$ cat src/rtl/codec_boot_pkg.sv
package codec_boot_pkg;

    typedef enum logic [2:0] {
        ST_OFF,
        ST_PWR_WAIT,
        ST_REL_WAIT,
        ST_ISSUE,
        ST_WAIT_ACK,
        ST_RST_PULSE,
        ST_DONE
    } boot_state_e;

    typedef enum logic [1:0] {
        SEL_DATA   = 2'b00,
        SEL_STATUS = 2'b10
    } ctl_sel_e;

    typedef struct packed {
        ctl_sel_e    sel;
        logic        two;
        logic [7:0]  b0;
        logic [7:0]  b1;
    } ctl_cmd_t;

    localparam int NUM_CMDS  = 13;
    localparam int IDX_W     = $clog2(NUM_CMDS);
    localparam int EXT_FIRST = 7;

    localparam logic [1:0] SYSCLK_256FS = 2'b10;
    localparam logic [2:0] FMT_LSB16    = 3'b001;

    function automatic logic [7:0] stat0_byte(logic srst);
        return {1'b0, srst, SYSCLK_256FS, FMT_LSB16, 1'b0};
    endfunction

    function automatic logic [7:0] stat1_byte(logic out_gain, logic in_gain);
        return {1'b1, out_gain, in_gain, 5'b0};
    endfunction

    function automatic logic [7:0] vol_byte(int pct);
        int att;
        att = ((100 - pct) * 63) / 100;
        return {2'b00, 6'(att)};
    endfunction

    function automatic logic [7:0] tone_byte(logic [3:0] bass, logic [1:0] treble);
        return {2'b01, bass, treble};
    endfunction

    function automatic logic [7:0] mode_byte(logic peak_pos);
        return {2'b10, peak_pos, 5'b0};
    endfunction

    function automatic logic [7:0] ext_addr_byte(logic [2:0] idx);
        return {5'b11000, idx};
    endfunction

    function automatic logic [7:0] ext_data_byte(logic [4:0] val);
        return {3'b111, val};
    endfunction

    function automatic logic [4:0] ext_value(int i);
        case (i)
            0, 1:    return 5'd4;
            2:       return 5'd30;
            default: return 5'd0;
        endcase
    endfunction

    function automatic ctl_cmd_t cmd_entry(int i);
        ctl_cmd_t c;
        c     = '0;
        c.sel = SEL_DATA;
        case (i)
            0:    begin c.sel = SEL_STATUS; c.b0 = stat0_byte(1'b1); end
            1, 2: begin c.sel = SEL_STATUS; c.b0 = stat0_byte(1'b0); end
            3:    begin c.sel = SEL_STATUS; c.b0 = stat1_byte(1'b1, 1'b1); end
            4:    c.b0 = vol_byte(100);
            5:    c.b0 = tone_byte(4'd0, 2'd0);
            6:    c.b0 = mode_byte(1'b1);
            default: begin
                if (i >= EXT_FIRST && i < NUM_CMDS) begin
                    c.two = 1'b1;
                    c.b0  = ext_addr_byte(3'(i - EXT_FIRST));
                    c.b1  = ext_data_byte(ext_value(i - EXT_FIRST));
                end
            end
        endcase
        return c;
    endfunction

endpackage

$ cat src/rtl/codec_boot_timer.sv
module codec_boot_timer #(
    parameter int CW = 8
) (
    input  logic          clk,
    input  logic          rst,
    input  logic          load,
    input  logic [CW-1:0] load_val,
    output logic          expired
);
    logic [CW-1:0] cnt_q;

    always_ff @(posedge clk) begin
        if (rst)                cnt_q <= '0;
        else if (load)          cnt_q <= load_val;
        else if (cnt_q != '0)   cnt_q <= cnt_q - 1'b1;
    end

    assign expired = (cnt_q == '0);

    p_load_takes_r3: assert property (@(posedge clk) disable iff (rst)
        load |=> (cnt_q == $past(load_val)));
endmodule

$ cat src/rtl/codec_boot_cmdrom.sv
module codec_boot_cmdrom
    import codec_boot_pkg::*;
#(
    parameter logic [5:0] DEV_ADDR = 6'h05
) (
    input  logic [IDX_W-1:0] idx,
    output logic [7:0]       addr_byte,
    output ctl_cmd_t         cmd
);
    localparam int DEPTH = 2 ** IDX_W;

    ctl_cmd_t cmd_tab [DEPTH];

    for (genvar g = 0; g < DEPTH; g++) begin : g_entry
        if (g < NUM_CMDS) begin : g_used
            assign cmd_tab[g] = cmd_entry(g);
        end else begin : g_pad
            assign cmd_tab[g] = '0;
        end
    end

    always_comb begin
        cmd       = cmd_tab[idx];
        addr_byte = {DEV_ADDR, cmd.sel};
    end
endmodule

$ cat src/rtl/codec_boot_seq.sv
module codec_boot_seq
    import codec_boot_pkg::*;
#(
    parameter int         CLK_HZ    = 100_000_000,
    parameter int         WAIT_MS   = 100,
    parameter int         PULSE_CYC = 16,
    parameter logic [5:0] DEV_ADDR  = 6'h05
) (
    input  logic       clk,
    input  logic       rst,
    input  logic       xfer_done,
    output logic       req_valid,
    output logic [7:0] req_addr,
    output logic       req_two,
    output logic [7:0] req_byte0,
    output logic [7:0] req_byte1,
    output logic       pwr_analog_en,
    output logic       pwr_amp_en,
    output logic       mute,
    output logic       codec_rst_n,
    output logic       done
);
    localparam int WAIT_CYC = (CLK_HZ / 1000) * WAIT_MS;
    localparam int TMAX     = (WAIT_CYC > PULSE_CYC) ? WAIT_CYC : PULSE_CYC;
    localparam int CW       = $clog2(TMAX + 1);
    localparam logic [CW-1:0]    WAIT_LD  = CW'(WAIT_CYC - 1);
    localparam logic [CW-1:0]    PULSE_LD = CW'(PULSE_CYC - 1);
    localparam logic [IDX_W-1:0] LAST_IDX = IDX_W'(NUM_CMDS - 1);

    boot_state_e      state_q, state_nxt;
    logic [IDX_W-1:0] idx_q, idx_nxt;
    logic             t_load, t_expired;
    logic [CW-1:0]    t_val;
    logic [7:0]       rom_addr;
    ctl_cmd_t         rom_cmd;

    codec_boot_timer #(.CW(CW)) u_timer (
        .clk      (clk),
        .rst      (rst),
        .load     (t_load),
        .load_val (t_val),
        .expired  (t_expired)
    );

    codec_boot_cmdrom #(.DEV_ADDR(DEV_ADDR)) u_rom (
        .idx       (idx_nxt),
        .addr_byte (rom_addr),
        .cmd       (rom_cmd)
    );

    always_comb begin
        state_nxt = state_q;
        idx_nxt   = idx_q;
        t_load    = 1'b0;
        t_val     = WAIT_LD;
        case (state_q)
            ST_OFF: begin
                state_nxt = ST_PWR_WAIT;
                t_load    = 1'b1;
            end
            ST_PWR_WAIT: if (t_expired) begin
                state_nxt = ST_REL_WAIT;
                t_load    = 1'b1;
            end
            ST_REL_WAIT: if (t_expired) state_nxt = ST_ISSUE;
            ST_ISSUE:    state_nxt = ST_WAIT_ACK;
            ST_WAIT_ACK: if (xfer_done) begin
                if (idx_q == '0) begin
                    state_nxt = ST_RST_PULSE;
                    idx_nxt   = idx_q + 1'b1;
                    t_load    = 1'b1;
                    t_val     = PULSE_LD;
                end else if (idx_q == LAST_IDX) begin
                    state_nxt = ST_DONE;
                end else begin
                    state_nxt = ST_ISSUE;
                    idx_nxt   = idx_q + 1'b1;
                end
            end
            ST_RST_PULSE: if (t_expired) state_nxt = ST_ISSUE;
            ST_DONE:      state_nxt = ST_DONE;
            default:      state_nxt = ST_OFF;
        endcase
    end

    // Outputs are registered from the next state so that pins change
    // together with the state register and never glitch.
    always_ff @(posedge clk) begin
        if (rst) begin
            state_q       <= ST_OFF;
            idx_q         <= '0;
            req_valid     <= 1'b0;
            req_addr      <= '0;
            req_two       <= 1'b0;
            req_byte0     <= '0;
            req_byte1     <= '0;
            pwr_analog_en <= 1'b0;
            pwr_amp_en    <= 1'b0;
            codec_rst_n   <= 1'b0;
            done          <= 1'b0;
        end else begin
            state_q       <= state_nxt;
            idx_q         <= idx_nxt;
            req_valid     <= (state_nxt == ST_ISSUE);
            req_addr      <= rom_addr;
            req_two       <= rom_cmd.two;
            req_byte0     <= rom_cmd.b0;
            req_byte1     <= rom_cmd.two ? rom_cmd.b1 : 8'h00;
            pwr_analog_en <= (state_nxt != ST_OFF);
            pwr_amp_en    <= (state_nxt != ST_OFF);
            codec_rst_n   <= !(state_nxt inside {ST_OFF, ST_PWR_WAIT, ST_RST_PULSE});
            done          <= (state_nxt == ST_DONE);
        end
    end

    assign mute = 1'b0;

    p_req_pulse_r5: assert property (@(posedge clk) disable iff (rst)
        req_valid |=> !req_valid);
    p_req_hold_r5: assert property (@(posedge clk) disable iff (rst)
        (state_q == ST_WAIT_ACK && !xfer_done) |=>
        ($stable(req_addr) && $stable(req_byte0) && $stable(req_byte1) && $stable(req_two)));
    p_power_first_r3: assert property (@(posedge clk) disable iff (rst)
        $rose(codec_rst_n) |-> (pwr_analog_en && pwr_amp_en));
    p_req_out_of_reset_r6: assert property (@(posedge clk) disable iff (rst)
        req_valid |-> codec_rst_n);
    p_two_on_data_r9: assert property (@(posedge clk) disable iff (rst)
        (req_valid && req_two) |-> (req_addr[1:0] == SEL_DATA));
    p_done_sticky_r11: assert property (@(posedge clk) disable iff (rst)
        done |=> done);
    p_quiet_after_done_r11: assert property (@(posedge clk) disable iff (rst)
        done |-> !req_valid);
endmodule

$ cat config.mk
export PLATFORM = sky130hd
export DESIGN_NAME = codec_boot_seq
export DESIGN_NICKNAME = d
export VERILOG_FILES = /design/src/rtl/codec_boot_pkg.sv /design/src/rtl/codec_boot_timer.sv /design/src/rtl/codec_boot_cmdrom.sv /design/src/rtl/codec_boot_seq.sv
export SDC_FILE = /design/constraint.sdc
export NUM_CORES = 1
export LEC_CHECK = 0
export BUFFER_PORTS_ARGS = -buffer_cell sky130_fd_sc_hd__buf_2
export CORE_ASPECT_RATIO = 2
export CORE_MARGIN = 10
export CORE_UTILIZATION = 40
export CTS_CLUSTER_SIZE = 20
export DETAILED_ROUTE_END_ITERATION = 8
export PLACE_DENSITY = 0.68
export SLEW_MARGIN = 20
export SYNTH_ARGS = -nofsm -noshare
export SYNTH_HDL_FRONTEND = slang
export SYNTH_SLANG_ARGS = --single-unit
export TNS_END_PERCENT = 5
$ cat constraint.sdc
create_clock -name clk -period 3.2 [get_ports clk]
set_clock_uncertainty 0.1 [all_clocks]
set_input_delay 0.16 -clock clk [delete_from_list [all_inputs] [get_ports clk]]
set_output_delay 0.16 -clock clk [all_outputs]
set_load 0.02 [all_outputs]
== After elaboration in Yosys (flattened, before gate mapping) ==
Memories as Yosys holds them, arrays and structs flattened.
Index checks and enable logic that the tools add are counted.
Word-level totals
  bits in registers: 60
  bits in latches: 0
  memory bits (writable): 0
  memory bits (read-only): 304
  input port bits: 3
  word-level logic and storage cells: 62
  memories kept: 1
Cells by class
  add/subtract/negate cells: 2
  multiply operators: 0
  div/mod/pow operators: 0
  order comparisons: 1
  eq/ne operators: 11
  shift-type cells: 0
  mux-type cells: 22
  bitwise operators: 2
  reductions and logical operators: 11
Memory list
  (no name shown): depth 16, width 19, read ports 1, clocked after Yosys merged registers in 0, wr ports 0, line codec_boot_cmdrom.sv:23  | cmd = cmd_tab[idx];
Operators with widths (count)
  $mux 24: 5
  $mux 19: 2
  $logic_not 24->1: 1
  $reduce_bool 24->1: 1
  $sub 24x1->24 const B: 1
  $pmux 3 s6: 1
  $mux 4: 4
  $eq 3x3->1 const B: 5
  $mux 3: 5
  $eq 3x2->1 const B: 3
  $eq 3x1->1 const B: 2
  $logic_not 3->1: 2
  $reduce_bool 3->1: 2
  $ge 5x5->1 const B: 1
  $mux 5: 1
  $not 4->5: 1
  $add 4x1->4 const B: 1
  $eq 4x4->1 const B: 1
  $logic_not 4->1: 1
  $reduce_or 2->1: 2
  $mux 1: 3
  $pmux 1 s3: 1
  $reduce_bool 2->1: 1
  $logic_not 1->1: 1
  $not 1->1: 1

== Depth between registers and ports, before layout ==
Gate-level depths: netlist of run 1.
  word-level depth: 11
  mapped depth: 9

== Hierarchy ==
Synthesis of run 1 repeated with hierarchy kept, for this count alone.
Second synthesis, totals
  cell total of the unflattened synthesis: 330
  area total of the unflattened synthesis: 2949.1 µm²
Modules (own cells, without submodules)
  codec_boot_timer: times used 1, cells each 161, area each 1310.0 µm², seq. area each 480.5 µm²
  codec_boot_seq: times used 1, cells each 118, area each 1276.2 µm², seq. area each 720.7 µm²
  codec_boot_cmdrom: times used 1, cells each 51, area each 362.8 µm², seq. area each 0.0 µm²

== Worst setup path before layout of run 1 ==
OpenSTA, ideal clock, no wires.
  kind: reg2reg
  from: register u_timer.cnt_q[0]
  to: register u_timer.cnt_q[13]
  data arrival time: 2.357 ns
  required time: 2.968 ns
  slack: 0.611 ns
  stages on the path, launching flop included: 9
  buffers on the path: 1
  cells stage by stage: dfxtp_1 inv_1 ha_1 or4b_1 or3_4 or3_1 buf_6 o311ai_4 nor2_1
On the way
  word-level cells in the longest chain between the ends: 4
RTL lines
  from (decl): line codec_boot_timer.sv:10  | logic [CW-1:0] cnt_q;
  from (signal assigned): line codec_boot_timer.sv:14  | else if (load) cnt_q <= load_val;
  from (signal assigned): line codec_boot_timer.sv:15  | else if (cnt_q != '0) cnt_q <= cnt_q - 1'b1;
  branches (longest 4 deep; another with $sub 24x1->24)
Parallel ways; which one is timed is not known. The select of a mux whose other input is x is not followed.
A chain may end at the register's enable or synchronous reset.

== Worst setup path in the final report of run 1 ==
  from: register u_timer.cnt_q[0]
  to: register u_timer.cnt_q[8]
The elaborated chain is that of the path after synthesis.

==> impl_metrics.csv, run 1 <==
group,metric,value,unit
clocking,cts_buffers,5,
setup_path,rrSetupSlack,0.30,ns
synth,synth_compound_gate_area_share,15.6,%
setup_path,rr_endpoint,"u_timer.cnt_q[8]",
place,finalWeightedCongestion,0.832,
timing,final-hold-violation-count,0,
clocking,clk_pin_slew,0.06,ns
synth,ys_async_sr_fraction,0,%
timing,tightest_slew,0.803,ns
timing,tns,0,ns
setup_path,r2r_cells,7,
clocking,post-cts-setup-buffer-count,0,
detailed_routing,drc_errors,0,
grt,grt_max_degree,23,
clocking,cts.sinks,47,
clocking,max-clock-path-buffers,2,
clocking,cts_tree,"yes",
setup_path,slowest_stage,"or4b_1",
synth,synth_mux_area_share,2.56,%
setup_path,path_buf_inv,1,
setup_path,crit_start,"u_timer.cnt_q[0]",
timing,grt_setup_unrepaired,"no",
setup_path,critPathLaunchType,"flip-flop",
detailed_routing,firstDrtPassIters,4,
clocking,worst_skew_pair.late_latency,0.28,ns
place,dp_hpwl,4530,um
finish,num_antenna_cells,0,
clocking,root_buffer,"clkbuf_16",
min_path,holdPathEnd,"idx_q[3]",
setup_path,crit_family,"simple AND/OR/NAND/NOR gates",
setup_path,critPathKind,"reg -> reg",
detailed_routing,finalWirelength,5770,um
synth,synth-simple-area-share,25.0,%
detailed_routing,vias,2007,
synth,ys_ff_latch,47,
timing,finalMaxSlewViolations,0,
clocking,cts.htree.levels,2,
timing,post-route-period-util,90.5,%
grt,antenna_found_initial,0,
finish,stdcell_area,2640,um2
detailed_routing,routed_via_density,5.69,
setup_path,worstReg2RegStart,"u_timer.cnt_q[0]",
grt,gr-total-overflow,0,
die,die_y,129,um
die,start_util,41.5,%
detailed_routing,drt_iter0_drc,120,
power,p_leak,1.06,nW
die,dieArea,9660,um2
finish,area_delta_synth_final,10.1,%
synth,synthXorXnorAreaFrac,5.86,%
detailed_routing,wl_per_cell,16.3,um
clocking,post_cts_resized,0,
grt,grt_pass1_vias,2069,
synth,yosysSeqAreaShare,39.3,%
outcome,status,"finished clean",
setup_path,max_stage_delay,0.56,ns
synth,synth_top_family_by_area,"simple AND/OR/NAND/NOR gates",
finish,drive_gt1_share,16.1,%
timing,setup_violations,0,
setup_path,required,3.26,ns
setup_path,crit_chain,"inv_1 -> ha_1 -> or4b_1 -> or3_4 -> or3_1 -> o311ai_4 -> nor2_1",
grt,grt_use_total,13.0,%
finish,final_nets,300,
grt,grt_pass1_wl,9800,um
setup_path,crit_fanout,10,
synth,synth_area_per_cell,8.80,um2
detailed_routing,ant_nets,0,
setup_path,cp.arrival,2.95,ns
synth,syn-cell-area,2390,um2
die,rows,39,
timing,fin_crit,2.90,ns
setup_path,worst_setup_path_end_kind,"flip-flop",
synth,ys_warn_count,0,
synth,ys.flop_type,"dfxtp_1",
die,die_w,74.7,um
synth,yosysUniqueCellTypes,55,
synth,synth_edf_count,0,
timing,fmax,345,MHz
power,ir_worst_vdd,0.322,mV
power,p_per_area,523,nW/um2
die,ios,34,
min_path,hold_start,"rst",
min_path,hp-class,"in -> reg",
synth,syn_inst,272,
place,io_buffers,24,
synth,yosys.area_share.adder,3.14,%
die,fp.coreArea,5760,um2
job,drv_cap,0,
place,placed_area,2500,um2
timing,slew-limit-headroom,46.2,%
min_path,hold_depth,2,
clocking,cts.hold.buffers_added,0,
worst register-to-register path: cells and delay by family (launching register included):
family / cells / cell delay, ns
buffers and inverters: 1 / 0.06
DFF: 1 / 0.34
adders and majority gates: 1 / 0.20
and+or+nand+nor: 4 / 1.58
AOI/OAI and AO/OA: 1 / 0.49
cell families after synthesis:
kind of cell,after synthesis
muxes,6
adders and majority gates,6
and+or+nand+nor,103
xor gates and xnor gates,16
DFF,47
AOI/OAI and AO/OA,58
buffers and inverters,35
other,1
stage by stage:
step                      power [W]  utilization, %  setup WS (ns)  std cells  hold WS, ns
final                       0.00138            45.8          0.303        353        0.174
after global placement     0.000894            43.4          0.378        345        0.403
after global routing        0.00144            45.8          0.137        353        0.214
after detailed placement   0.000896            43.4          0.318        345        0.411
after CTS                   0.00139            45.8          0.298        353        0.174
after floorplan            0.000847               -          0.611        280        0.137
where the power goes:
group	internal (W)	switching, W	leakage, nW
sequential	0.000620	0.0000440	0.386
clock	0.000289	0.000204	0.0679
combinational	0.0000875	0.000134	0.607
sequential cells by signal, summed over array words and instances, names as in the netlist:
name,flops
u_timer.cnt_q,24
req_byte0,6
idx_q,4
req_byte1,3
state_q,3
req_addr,2
codec_rst_n,1
done,1
pwr_amp_en,1
req_two,1
req_valid,1
metal layers:
layer,up-vias,wire length (um),track usage [%]
li1,990,-,-
met5,-,0,0
met4,0,262,8.86
met1,946,1880,11.5
met3,19,199,2.68
met2,52,3420,24.7
final cells by class:
cell class	instances	area (um2)
clock buffer	7	133
clock inverter	1	5.00
fill	588	3120
inverter	9	33.8
multi-input combinational	198	1280
sequential	47	941
tap	61	76.3
timing repair buffer	30	165
how the worst max path moves through the flow:
stage,endpoint,cells after the start
3_3_place_gp,u_timer.cnt_q[22],7
3_5_place_dp,u_timer.cnt_q[13],7
6_report,u_timer.cnt_q[8],7
5_1_grt,u_timer.cnt_q[8],7
4_1_cts,u_timer.cnt_q[8],7
2_1_floorplan,u_timer.cnt_q[13],8
synth_stat cells (2+ instances only):
cell	count	area share [%]
xnor2_1	10	3.7
nor2b_1	2	0.52
o211ai_1	2	0.63
a21o_1	2	0.63
and2_1	5	1.3
nor3_1	16	3.3
buf_2	4	0.84
nand3_1	8	1.7
buf_4	15	4.7
and4_1	2	0.73
a21oi_1	21	4.4
dfxtp_1	47	39
ha_1	6	3.1
clkbuf_1	5	0.78
or3_1	7	1.8
nor2_1	25	3.9
xor2_1	6	2.2
o31ai_1	3	0.94
nor4_1	5	1.3
nand2b_1	3	0.78
nand3b_1	2	0.63
and3_1	2	0.52
nand2_1	10	1.6
inv_1	9	1.4
a31oi_1	7	1.8
or4_1	3	0.94
a311oi_1	2	0.73
o21ai_0	11	2.3
a21boi_0	2	0.63
mux2i_1	5	2.1
cells in the final DEF, fill, tap and decap left out, types with 6 or more instances in the layout:
master and count:
ha_1 6, nor2_1 25, nand3_1 8, or3_1 7, buf_2 24, o21ai_0 11
conb_1 9, xnor2_1 10, buf_4 6, a21oi_1 21, xor2_1 6, nand2_1 10
a31oi_1 7, dfxtp_1 47, inv_1 9, nor3_1 16
Note: power is estimated with default switching activity, not from simulation.
==> inputs of run 2 (changes only) <==
--- a/config.mk
+++ b/config.mk
@@ -8,10 +8,10 @@
 export BUFFER_PORTS_ARGS = -buffer_cell sky130_fd_sc_hd__buf_2
 export CORE_ASPECT_RATIO = 2
 export CORE_MARGIN = 10
-export CORE_UTILIZATION = 40
+export CORE_UTILIZATION = 57
 export CTS_CLUSTER_SIZE = 20
 export DETAILED_ROUTE_END_ITERATION = 8
-export PLACE_DENSITY = 0.68
+export PLACE_DENSITY = 0.88
 export SLEW_MARGIN = 20
 export SYNTH_ARGS = -nofsm -noshare
 export SYNTH_HDL_FRONTEND = slang
==> run 2 against run 1 <==
Setup slack better by 0.0010 ns. Largest power group unchanged. Critical path type unchanged. Register-to-register slack about the same. Cell count shrank 2.8%. Critical endpoint unchanged. Fmax barely moved. Sequential power hardly changed. Design area decreased by 1.5%. Core utilization increased by 18 points. Power shrank 3.5%. First-iteration DRC count decreased by 18%. Critical path depth stayed put.
==> impl_metrics.csv, run 2 (synthesis gave the netlist of run 1 again) <==
group,metric,value,unit
clocking,cts.sinks,47,
grt,grt_pass1_vias,2047,
power,swShare,28.1,%
timing,tns,0,ns
detailed_routing,wl_per_cell,17.0,um
detailed_routing,met2_length,3430,um
min_path,hold_start,"rst",
min_path,holdPathEnd,"state_q[1]",
grt,antenna_found_initial,0,
detailed_routing,routed_via_density,6.01,
finish,largest_registers,"u_timer.cnt_q x24, req_byte0 x6, idx_q x4",
timing,final-hold-violation-count,0,
grt,grt_pass1_wl,9720,um
place,io_buffers,24,
finish,largest_reg_flops,24,
timing,tightest_slew,0.773,ns
setup_path,worst_setup_path_end_kind,"flip-flop",
clocking,root_buffer,"clkbuf_8",
detailed_routing,drt_iter0_drc,99,
clocking,post-cts-setup-buffer-count,0,
die,dieArea,7350,um2
detailed_routing,wl_met1,1850,um
setup_path,r2r_cells,7,
timing,setup_violations,0,
power,p_sw,0.000374,W
detailed_routing,vias,2060,
detailed_routing,routed.top_layer,"met4",
place,dp_hpwl,4510,um
detailed_routing,drc_errors,0,
detailed_routing,finalWirelength,5820,um
power,pwr-share-clk,33.4,%
timing,slew-limit-headroom,48.2,%
die,rows,33,
setup_path,rrSetupSlack,0.30,ns
grt,grt_max_degree,23,
finish,final_nets,299,
timing,fmax,345,MHz
place,finalWeightedCongestion,0.991,
clocking,worst_skew_pair.late_latency,0.30,ns
finish,drive_gt1_share,16.5,%
finish,final_cell_mix,"dfxtp_1 (47), nor2_1 (25), buf_2 (24), a21oi_1 (21), nor3_1 (16)",
setup_path,cp.arrival,2.97,ns
min_path,hp-class,"in -> reg",
finish,final_common_cell,"dfxtp_1",
finish,largest_register,"u_timer.cnt_q",
finish,utilization,63.5,%
finish,area_delta_synth_final,8.53,%
setup_path,worstReg2RegStart,"u_timer.cnt_q[0]",
outcome,status,"finished clean",
detailed_routing,dr_wl_met3,247,um
die,die_y,112,um
clocking,cts.hold.buffers_added,0,
finish,multi_input_area,1280,um2
power,p_seq_share,49.9,%
timing,post-route-period-util,90.5,%
power,ir_worst_vdd,0.382,mV
power,power,0.00133,W
job,drv_cap,0,
finish,fill_cells,352,
setup_path,required,3.28,ns
power,p_leak,1.05,nW
timing,layout_setup_ws,0.305,ns
setup_path,critPathLaunchType,"flip-flop",
die,start_util,58.5,%
grt,gr-total-overflow,0,
detailed_routing,firstDrtPassIters,6,
timing,whs,0.160,ns
finish,regArea,941,um2
die,die_w,65.8,um
finish,num_antenna_cells,0,
setup_path,rr_endpoint,"u_timer.cnt_q[8]",
power,share_comb_of_total_power,16.7,%
clocking,post_cts_resized,0,
power,cellInternalPower,0.000955,W
setup_path,critPathKind,"reg -> reg",
die,ios,34,
clocking,cts.htree.levels,2,
timing,grt_setup_unrepaired,"no",
die,fp.coreArea,4090,um2
grt,grt_use_total,16.4,%
timing,finalMaxSlewViolations,0,
detailed_routing,ant_nets,0,
clocking,max-clock-path-buffers,2,
timing,fin_crit,2.90,ns
clocking,cts_buffers,5,
clocking,cts_tree,"yes",
setup_path,crit_fanout,10,
place,place_ws,0.339,ns
min_path,hold_depth,2,
clocking,clk_pin_slew,0.09,ns
power,p_per_area,512,nW/um2
run 2: changes by cell type in the layout (fill, tap and decap cells not counted), sizes merged:
cell,change
buf,-1
bufinv,+1
clkbuf,-1
run 2: worst max-delay path by stage:
stage | startpoint | to | slack, ns
global placement | u_timer.cnt_q[0] | u_timer.cnt_q[22] | 0.42
detailed placement | u_timer.cnt_q[0] | u_timer.cnt_q[8] | 0.34
CTS | u_timer.cnt_q[0] | u_timer.cnt_q[8] | 0.32
floorplan | u_timer.cnt_q[0] | u_timer.cnt_q[13] | 0.61
finish | u_timer.cnt_q[0] | u_timer.cnt_q[8] | 0.30
global route | u_timer.cnt_q[0] | u_timer.cnt_q[8] | 0.17
run 2: cell type report:
type / instances / share of cell area, %
Timing Repair Buffer: 29 / 6.07
Tap cell: 52 / 2.51
Multi-Input combinational cell: 198 / 49.3
Clock inverter: 2 / 1.35
Clock buffer: 6 / 3.18
Sequential cell: 47 / 36.2
Inverter: 9 / 1.30
run 2: routing by layer:
metal	track usage, %	vias to the layer above
li1	-	992
met1	14.8	970
met2	31.2	73
met3	3.31	25
met4	9.48	0
met5	0	-
run 2: through the flow:
| stage | instances | cell area, um2 |
|---|---|---|
| after global routing | 343 | 2600 |
| after detailed placement | 335 | 2480 |
| after global placement | 335 | 2480 |
| after floorplan | 280 | 2420 |
| after CTS | 343 | 2600 |
| final | 343 | 2600 |
run 2: worst max-delay path, cell delays in order (launching register included):
cell	delay (ns)
dfxtp_1	0.35
inv_1	0.07
ha_1	0.20
or4b_1	0.56
or3_4	0.43
or3_1	0.48
o311ai_4	0.49
nor2_1	0.10
run 2: power by group through the flow:
| stage | sequential, W | combinational (W) | clock [W] |
|---|---|---|---|
| 2_1_floorplan | 0.000666 | 0.000181 | 0 |
| 6_report | 0.000664 | 0.000222 | 0.000444 |
| 5_1_grt | 0.000669 | 0.000246 | 0.000468 |
| 3_5_place_dp | 0.000676 | 0.000217 | 0 |
| 3_3_place_gp | 0.000674 | 0.000212 | 0 |
| 4_1_cts | 0.000662 | 0.000220 | 0.000451 |
==> inputs of run 3 (changes only) <==
==> constraint.sdc (replaced) <==
create_clock -name clk -period 3 [get_ports clk]
set_clock_uncertainty 0.1 [all_clocks]
set_input_delay 0.15 -clock clk [delete_from_list [all_inputs] [get_ports clk]]
set_output_delay 0.15 -clock clk [all_outputs]
set_load 0.02 [all_outputs]
==> run 3 against run 2 <==
Power is 7.6% higher. Routed wire length up 0.72%. Sequential share of layout area is 0.41 points lower. Clock power grew 7.4%. Cell count increased by 1.2%. Clock-buffer cell count unchanged. Hold slack got worse by 0.029 ns. Design area is 1.2% higher. Setup slack worse by 0.089 ns. Global-route usage up 0.73 points. Fmax grew 4.0%. Register-to-register slack got worse by 0.09 ns.
==> impl_metrics.csv, run 3 (synthesis gave the netlist of run 1 again) <==
group,metric,value,unit
die,dieArea,7350,um2
clocking,cts_buffers,5,
min_path,hp-class,"in -> reg",
detailed_routing,ant_nets,0,
grt,grt_use_total,17.1,%
die,rows,33,
place,io_buffers,24,
grt,grt_pass1_wl,9990,um
finish,drive_gt1_share,17.6,%
setup_path,worst_setup_path_end_kind,"flip-flop",
outcome,status,"finished clean",
detailed_routing,vias,2035,
timing,finalMaxSlewViolations,0,
clocking,cts_tree,"yes",
die,start_util,58.5,%
power,share_comb_of_total_power,17.1,%
clocking,worst_skew_pair.late_latency,0.30,ns
grt,antenna_found_initial,0,
finish,final_nets,303,
setup_path,slowest_stage,"or4_4",
power,p_leak,1.07,nW
finish,final_cell_mix,"dfxtp_1 (47), nor2_1 (25), buf_2 (24), a21oi_1 (21), nor3_1 (16)",
detailed_routing,drt_iter0_drc,62,
power,power,0.00143,W
power,ir_worst_vdd,0.359,mV
finish,fill_cells,344,
timing,grt_setup_unrepaired,"no",
die,die_w,65.8,um
clocking,post-cts-setup-buffer-count,0,
power,swShare,28.4,%
setup_path,path_buf_inv,1,
timing,post-route-period-util,92.8,%
timing,tightest_slew,0.765,ns
setup_path,max_stage_delay,0.58,ns
place,dp_hpwl,4530,um
power,p_sw,0.000406,W
setup_path,crit_chain,"inv_1 -> ha_1 -> or4b_1 -> or4_4 -> or2_2 -> o21ai_2 -> a21oi_1",
setup_path,crit_fanout,9,
power,cellInternalPower,0.00102,W
setup_path,required,3.07,ns
setup_path,crit_family,"simple AND/OR/NAND/NOR gates",
finish,largest_registers,"u_timer.cnt_q x24, req_byte0 x6, idx_q x4",
timing,setup_violations,0,
clocking,cts.hold.buffers_added,0,
finish,num_antenna_cells,0,
setup_path,critPathKind,"reg -> reg",
die,ios,34,
setup_path,cp.arrival,2.86,ns
detailed_routing,wl_per_cell,16.9,um
timing,tns,0,ns
job,drv_cap,0,
finish,area_delta_synth_final,9.78,%
die,die_y,112,um
power,p_per_area,544,nW/um2
clocking,cts.sinks,47,
die,fp.coreArea,4090,um2
grt,gr-total-overflow,0,
power,pwr-share-clk,33.4,%
place,finalWeightedCongestion,0.932,
power,p_seq_share,49.6,%
clocking,clk_pin_slew,0.08,ns
clocking,root_buffer,"clkbuf_8",
detailed_routing,routed_via_density,5.86,
timing,fin_crit,2.78,ns
grt,grt_pass1_vias,2109,
clocking,post_cts_resized,0,
clocking,max-clock-path-buffers,2,
timing,fmax,359,MHz
finish,largest_reg_flops,24,
detailed_routing,firstDrtPassIters,4,
finish,final_common_cell,"dfxtp_1",
timing,slew-limit-headroom,48.8,%
detailed_routing,finalWirelength,5860,um
finish,largest_register,"u_timer.cnt_q",
grt,grt_max_degree,23,
clocking,cts.htree.levels,2,
timing,final-hold-violation-count,0,
setup_path,critPathLaunchType,"flip-flop",
detailed_routing,drc_errors,0,
run 3: cell count changes in the layout (fill, tap and decap cells not counted), sizes merged:
cell	before	now
buf	29	33
run 3: layout make-up:
class | instances | area, um2 | area share, %
well taps | 52 | 65.1 | 2.48
repair buffers | 33 | 188 | 7.15
clock inverters | 2 | 35.0 | 1.33
flip-flops and latches | 47 | 941 | 35.8
multi-input cells | 198 | 1280 | 48.8
clock buffers | 6 | 82.6 | 3.14
inverters | 9 | 33.8 | 1.29
run 3: power by group through the flow:
| stage | Clock, W | Sequential (W) | Combinational, W |
|---|---|---|---|
| 2_1_floorplan | 0 | 0.000710 | 0.000193 |
| 3_3_place_gp | 0 | 0.000719 | 0.000231 |
| 3_5_place_dp | 0 | 0.000721 | 0.000238 |
| 4_1_cts | 0.000488 | 0.000707 | 0.000241 |
| 5_1_grt | 0.000508 | 0.000716 | 0.000270 |
| 6_report | 0.000477 | 0.000709 | 0.000244 |
run 3: routing by layer:
layer	track usage (%)	wire length (um)	up-vias
li1	-	-	1000
met1	15.4	1900	956
met2	33.0	3520	57
met3	3.41	216	22
met4	8.91	217	0
met5	0	0	-
run 3: stage by stage:
| step | instances | util, % | hold WS, ns | setup WS [ns] | area (um2) |
|---|---|---|---|---|---|
| finish | 347 | 64.2 | 0.131 | 0.215 | 2630 |
| global placement | 339 | 61.4 | 0.385 | 0.361 | 2510 |
| global route | 347 | 64.2 | 0.164 | 0.0464 | 2630 |
| CTS | 347 | 64.2 | 0.123 | 0.217 | 2630 |
| floorplan | 280 | - | 0.127 | 0.411 | 2420 |
| detailed placement | 339 | 61.4 | 0.399 | 0.253 | 2510 |
run 3: worst paths after layout:
check,end,depth (start not counted),slack [ns],start
min reg2reg,u_timer.cnt_q[17],2,0.41,u_timer.cnt_q[17]
max,u_timer.cnt_q[10],7,0.22,u_timer.cnt_q[0]
min,idx_q[2],2,0.13,rst
max reg2reg,u_timer.cnt_q[10],7,0.22,u_timer.cnt_q[0]
